`src/rtl/xbank_pkg.sv`:
```
package xbank_pkg;
  typedef enum logic [1:0] {
    CYC_FETCH = 2'b00,
    CYC_TABLE = 2'b01,
    CYC_XDPTR = 2'b10,
    CYC_XRI   = 2'b11
  } cyc_kind_e;
endpackage

```
`src/rtl/xbank_regs.sv`:
```
module xbank_regs #(
  parameter int DW = 8,
  parameter int NIB_W = 4,
  parameter logic [7:0] PAGE_ADDR = 8'hA1,
  parameter logic [7:0] MODE_ADDR = 8'hA2
) (
  input  logic             clk,
  input  logic             rst_n,
  input  logic [7:0]       reg_addr,
  input  logic             reg_wr,
  input  logic [DW-1:0]    reg_wdata,
  output logic [DW-1:0]    reg_rdata,
  output logic [DW-1:0]    page,
  output logic             cs_mode,
  output logic [NIB_W-1:0] bank
);
  localparam int RSV_W = DW - 1 - NIB_W;

  logic [DW-1:0]    page_q, page_d;
  logic             mode_q, mode_d;
  logic [NIB_W-1:0] bank_q, bank_d;
  logic             page_en, mode_en;

  assign page_en = reg_wr && (reg_addr == PAGE_ADDR);
  assign mode_en = reg_wr && (reg_addr == MODE_ADDR);

  always_comb begin
    page_d = page_q;
    mode_d = mode_q;
    bank_d = bank_q;
    if (page_en) page_d = reg_wdata;
    if (mode_en) begin
      mode_d = reg_wdata[DW-1];
      bank_d = reg_wdata[NIB_W-1:0];
    end
  end

  always_ff @(posedge clk or negedge rst_n) begin
    if (!rst_n) begin
      page_q <= '0;
      mode_q <= 1'b0;
      bank_q <= '0;
    end else begin
      page_q <= page_d;
      mode_q <= mode_d;
      bank_q <= bank_d;
    end
  end

  always_comb begin
    if (reg_addr == PAGE_ADDR)      reg_rdata = page_q;
    else if (reg_addr == MODE_ADDR) reg_rdata = {mode_q, {RSV_W{1'b1}}, bank_q};
    else                            reg_rdata = '0;
  end

  assign page    = page_q;
  assign cs_mode = mode_q;
  assign bank    = bank_q;
endmodule

```
`src/rtl/xbank_addr_mux.sv`:
```
module xbank_addr_mux
  import xbank_pkg::*;
#(
  parameter int DW = 8
) (
  input  cyc_kind_e       kind,
  input  logic [2*DW-1:0] pc,
  input  logic [2*DW-1:0] dptr,
  input  logic [DW-1:0]   ri,
  input  logic [DW-1:0]   page,
  output logic [DW-1:0]   hi,
  output logic [DW-1:0]   lo
);
  always_comb begin
    unique case (kind)
      CYC_FETCH: {hi, lo} = pc;
      CYC_TABLE,
      CYC_XDPTR: {hi, lo} = dptr;
      CYC_XRI:   {hi, lo} = {page, ri};
      default:   {hi, lo} = pc;
    endcase
  end
endmodule

```
`src/rtl/xbank_upper.sv`:
```
module xbank_upper
  import xbank_pkg::*;
#(
  parameter int DW = 8,
  parameter int NIB_W = 4
) (
  input  cyc_kind_e        kind,
  input  logic             cs_mode,
  input  logic [NIB_W-1:0] bank,
  input  logic [DW-1:0]    hi,
  output logic [NIB_W-1:0] up
);
  localparam int SEL_W = $clog2(NIB_W);

  logic [NIB_W-1:0] sel_n;
  logic [NIB_W-1:0] ext_val;
  logic [SEL_W-1:0] sel;

  assign sel = hi[DW-1 -: SEL_W];

  for (genvar g = 0; g < NIB_W; g++) begin : g_sel
    assign sel_n[g] = (sel != SEL_W'(g));
  end

  assign ext_val = (kind == CYC_FETCH) ? '0 : bank;
  assign up = cs_mode ? sel_n : ext_val;
endmodule

```
`src/rtl/xbank_addr_gen.sv`:
```
module xbank_addr_gen
  import xbank_pkg::*;
#(
  parameter int DW = 8,
  parameter int NIB_W = 4
) (
  input  logic             clk,
  input  logic             rst_n,
  input  logic [7:0]       reg_addr,
  input  logic             reg_wr,
  input  logic [DW-1:0]    reg_wdata,
  output logic [DW-1:0]    reg_rdata,
  input  logic [1:0]       cyc_kind,
  input  logic [2*DW-1:0]  pc,
  input  logic [2*DW-1:0]  dptr,
  input  logic [DW-1:0]    ri,
  output logic [DW-1:0]    addr_lo,
  output logic [DW-1:0]    addr_hi,
  output logic [NIB_W-1:0] addr_up
);
  logic [1:0]       rst_sync_q;
  logic             rst_sync_n;
  logic [DW-1:0]    pg_val;
  logic             cs_mode_w;
  logic [NIB_W-1:0] bank_w;
  cyc_kind_e        kind;

  always_ff @(posedge clk or negedge rst_n) begin
    if (!rst_n) rst_sync_q <= 2'b00;
    else        rst_sync_q <= {rst_sync_q[0], 1'b1};
  end
  assign rst_sync_n = rst_sync_q[1];

  assign kind = cyc_kind_e'(cyc_kind);

  xbank_regs #(.DW(DW), .NIB_W(NIB_W)) u_regs (
    .clk(clk), .rst_n(rst_sync_n), .reg_addr(reg_addr), .reg_wr(reg_wr),
    .reg_wdata(reg_wdata), .reg_rdata(reg_rdata), .page(pg_val),
    .cs_mode(cs_mode_w), .bank(bank_w)
  );

  xbank_addr_mux #(.DW(DW)) u_mux (
    .kind(kind), .pc(pc), .dptr(dptr), .ri(ri), .page(pg_val),
    .hi(addr_hi), .lo(addr_lo)
  );

  xbank_upper #(.DW(DW), .NIB_W(NIB_W)) u_upper (
    .kind(kind), .cs_mode(cs_mode_w), .bank(bank_w), .hi(addr_hi), .up(addr_up)
  );
endmodule

```
`config.mk`:
```
export PLATFORM = sky130hd
export DESIGN_NAME = xbank_addr_gen
export DESIGN_NICKNAME = d
export VERILOG_FILES = /design/src/rtl/xbank_pkg.sv /design/src/rtl/xbank_regs.sv /design/src/rtl/xbank_addr_mux.sv /design/src/rtl/xbank_upper.sv /design/src/rtl/xbank_addr_gen.sv
export SDC_FILE = /design/constraint.sdc
export NUM_CORES = 1
export LEC_CHECK = 0
export BUFFER_PORTS_ARGS = -buffer_cell sky130_fd_sc_hd__buf_2
export CORE_MARGIN = 2
export CORE_UTILIZATION = 25
export DETAILED_ROUTE_END_ITERATION = 8
export SETUP_SLACK_MARGIN = 0.05
export SLEW_MARGIN = 20
export SYNTH_ARGS = -nofsm -noshare
export SYNTH_HDL_FRONTEND = slang
export SYNTH_SLANG_ARGS = --single-unit
```
`constraint.sdc`:
```
create_clock -name clk -period 1.4 [get_ports clk]
set_clock_uncertainty 0.1 [all_clocks]
set_input_delay 0.07 -clock clk [delete_from_list [all_inputs] [get_ports clk]]
set_output_delay 0.07 -clock clk [all_outputs]
set_load 0.01 [all_outputs]
```
==> results.md <==
- The run finished, with violations left.
- The final reports fail on setup timing.
- The number of H-tree branching levels is 1.
- The cell count after synthesis is 130.
- Measured along the x axis, the die boundary spans between 70 and 80 um.
- The detailed placer's ending HPWL is 2.89 mm.
- No sink is reached through more buffers than the 2 on the longest clock path.
- The residual antenna-violating net count after detailed routing is 0.
- By area the synthesized netlist is led by sky130_fd_sc_hd__dfrtp_1 33%, sky130_fd_sc_hd__a22oi_1 15%, sky130_fd_sc_hd__mux2_2 13%.
- The reported leakage power is 0.000941 uW.
- Counting flops and latches in the post-synthesis netlist gives 15.
- The detailed-route vias per instance is 4.74.
- Headroom to the max-slew limit came out at 65.1%.
- The fraction of synthesized cell area taken by the top area cell type is 33.5%.
- The average wire per cell in the routed design is 12.6 um.
- The category of the worst setup path launch point is a flip-flop.
- The final count of hold timing violations is 0.
- The placeable core region is 4320 sq um.
- Setup repair after global routing could not meet its margin everywhere.
- In the layout the commonest cells are 88 x sky130_fd_sc_hd__buf_2, 22 x sky130_fd_sc_hd__a22oi_1, 19 x sky130_fd_sc_hd__nand2_1.
- The number of nets at the end of the flow is 294.
- The clock net sink count is 15.
- After layout, the minimum clock period comes to 1520 ps.
- At the worst endpoint, the required time is about 1200 ps.
- The final cycle utilization of the critical path is 109%.
- The count of inserted antenna diode cells is 0.
- The die covers 5040 sq um.
- The floorplan has 24 rows.
- In this run, distinct cell masters in the synthesized netlist total 20.
- The number of detailed-routing iterations run before antenna repair is 4.
- Across the run, the number of max-cap violations was 0.
- The critical path in this run is classified as flip-flop to output port.
- The number of DRC violations after detailed routing is 0.
- Once the floorplan was initialized, standard cells occupied about 26% of the core.
- Of all cell types, the one taking the most synthesized area is sky130_fd_sc_hd__dfrtp_1.
- The warning count from the yosys run is 0.
- The number of ports placed on the die boundary is 89.
- The worst setup path is captured at an output port.
- The number of setup violations in the final report is 5.
- The average instance area after synthesis is around 8.6 sq um.
- The first-pass GRT wire length is 5.73 mm.
- The insertion delay to the later sink of the worst-skew pair is ~240 ps.
- The highest cell delay on the worst timing path is 390 ps.
- The sequential element share of the synthesized area is 33.5%.
- The number of global-route vias before repair is 1,258.
- The post-synth design cell area is 1120 sq um.
- The detailed router finished its first iteration with 55 violations.
- Traced cell by cell, the critical path runs through a221o_1 -> o21ai_1 -> a22oi_1 -> buf_2.
- The number of port buffers is 88.
- The worst ir drop on vdd is 0.000482 V.
- For this design, the slowest cell found on the critical path is sky130_fd_sc_hd__dfrtp_1.
- The die is 71.0 um tall.
- The cell area after layout is approximately 1800 sq um.
- The final layout contains routed wiring with a total length of 3.56 mm.
- The number of antenna violations at the first check in global routing is 0.
- For the pin with the worst max-slew slack, the measured transition is between 500 and 600 ps.
- The number of pins exceeding their max-slew limit in the final report is 0.
- Across all layers, the routed design uses around 1,300 vias.
- In the final timing run, aggregate negative setup slack is -391 ps.
- Of the cells placed in the final design, the portion with a size suffix greater than 1 is 52.2%.
- For the worst setup path, the data arrival time is 1350 ps.
- The number of filler cells placed in the layout is 455.
- The clock-pin transition on the worst setup and hold timing paths is 60 ps.
- Buffers inserted during clock tree synthesis total 3.
- The number of nets produced by synthesis is 193.
- Of all nets on the critical path, the largest fanout is 3.
- The aggregate global-route resource usage is 14.0%.
- In this run the power density over the cells is 672 nW/um^2.
- The maximum clock rate is between 600 and 700 MHz.
- Counting cells, the worst reg-to-reg path comes to 2.
- The share of the core filled with cells in the final layout is roughly two fifths.
- The post-route worst setup slack is -122 ps.
- TritonCTS built the clock tree.
- The pin count of the biggest net entering global routing is 31.
- The global placement routability congestion is slightly above 0.7.
- The area of placed instances is 1640 sq um.
- The global-route congestion overflow total is 0.
- The area growth from synthesis to layout is 61.7%.
- The leading cell type in the layout, fill and taps excluded is sky130_fd_sc_hd__buf_2.
- The cell at the root of the clock tree is sky130_fd_sc_hd__clkbuf_8.
- The class of the tightest hold or removal check is input pin to async pin.
- Timing analysis after detailed placement gives a worst setup slack of -97.0 ps.
==> state kept, by name, indices dropped and copies added (netlist names) <==
| register | cells |
|---|---|
| u_regs.cs_mode | 1 |
| rst_sync_q | 2 |
| u_regs.page | 8 |
| u_regs.bank | 4 |
==> final timing paths <==
path                            slack [ps]                          to                       start
worst max-delay path                  -120                  addr_up[2]  u_regs.page[6]$_DFFE_PN0P_
worst min-delay path                    30     rst_sync_q[0]$_DFF_PN0_                       rst_n
worst max register to register         380  u_regs.page[7]$_DFFE_PN0P_  u_regs.page[7]$_DFFE_PN0P_
worst min register to register         110  u_regs.page[1]$_DFFE_PN0P_     rst_sync_q[1]$_DFF_PN0_
max in group asynchronous              740  u_regs.page[4]$_DFFE_PN0P_     rst_sync_q[1]$_DFF_PN0_
min in group clk                       140  u_regs.bank[3]$_DFFE_PN0P_                      reg_wr
==> cells by family after synthesis <==
group	Yosys count	share of synthesized area, %
and+or+nand+nor	37	17.2
muxes	13	13.1
buffers and inverters	13	4.80
DFF	15	33.5
other	1	0.335
AOI/OAI and AO/OA	49	28.9
adders and majority gates	2	2.23
==> worst max-delay path: cells and delay by family, from the launching register on <==
kind	cells	cell delay, ps
AO/OA/AOI/OAI	3	560
buffers and inverters	1	160
flip-flops	1	390
==> through the flow <==
stage | hold slack (ps) | cells | total power (uW)
floorplan | -326 | 130 | 666
global placement | -243 | 267 | 848
detailed placement | -244 | 267 | 853
CTS | 29.9 | 282 | 1240
global route | 26.5 | 282 | 1300
finish | 34.3 | 282 | 1220
==> cells in the mapped netlist <==
master and instances:
sky130_fd_sc_hd__a21oi_1 4, sky130_fd_sc_hd__and4bb_2 1, sky130_fd_sc_hd__nor2_1 11, sky130_fd_sc_hd__inv_1 3, sky130_fd_sc_hd__ha_1 2, sky130_fd_sc_hd__a22oi_1 23, sky130_fd_sc_hd__o31ai_1 2, sky130_fd_sc_hd__nor2b_1 4
sky130_fd_sc_hd__clkbuf_1 4, sky130_fd_sc_hd__o21ai_0 16, sky130_fd_sc_hd__a32oi_1 2, sky130_fd_sc_hd__dfrtp_1 15, sky130_fd_sc_hd__nand4_4 2, sky130_fd_sc_hd__a22o_1 1, sky130_fd_sc_hd__conb_1 1, sky130_fd_sc_hd__buf_2 4
sky130_fd_sc_hd__buf_1 2, sky130_fd_sc_hd__mux2_2 13, sky130_fd_sc_hd__nand2_1 19, sky130_fd_sc_hd__a221o_1 1
==> power breakdown <==
part / total, uW / internal [uW] / leakage (uW) / switching, uW
sequential: 480 / 455 / 0.000203 / 25.6
combinational: 394 / 207 / 0.000716 / 187
clock: 345 / 201 / 0.0000228 / 144
total: 1220 / 862 / 0.000941 / 357
==> cell type report <==
| type | count | area, sq um | share of cell area (%) |
|---|---|---|---|
| multi-input combinational | 102 | 707 | 39.0 |
| timing repair buffer | 106 | 609 | 33.6 |
| sequential | 15 | 375 | 20.7 |
| tap | 52 | 65.1 | 3.59 |
| clock buffer | 4 | 45.0 | 2.48 |
| inverter | 3 | 11.3 | 0.621 |
==> metal layers <==
metal	GRT usage [%]	vias up	wire length, um
li1	-	679	-
met1	17.5	604	1590
met2	25.0	49	1700
met3	1.99	4	249
met4	3.77	0	23
met5	0	-	0
==> timing repair <==
action / CTS / global route
resized for setup: 8 / 1
setup buffers: 2 / 0
hold endpoints to repair: 15 / 0
setup endpoints to repair: 15 / 21
hold buffers: 9 / 0
pin swaps: 6 / 2
Power figures use the tool's default switching activity.
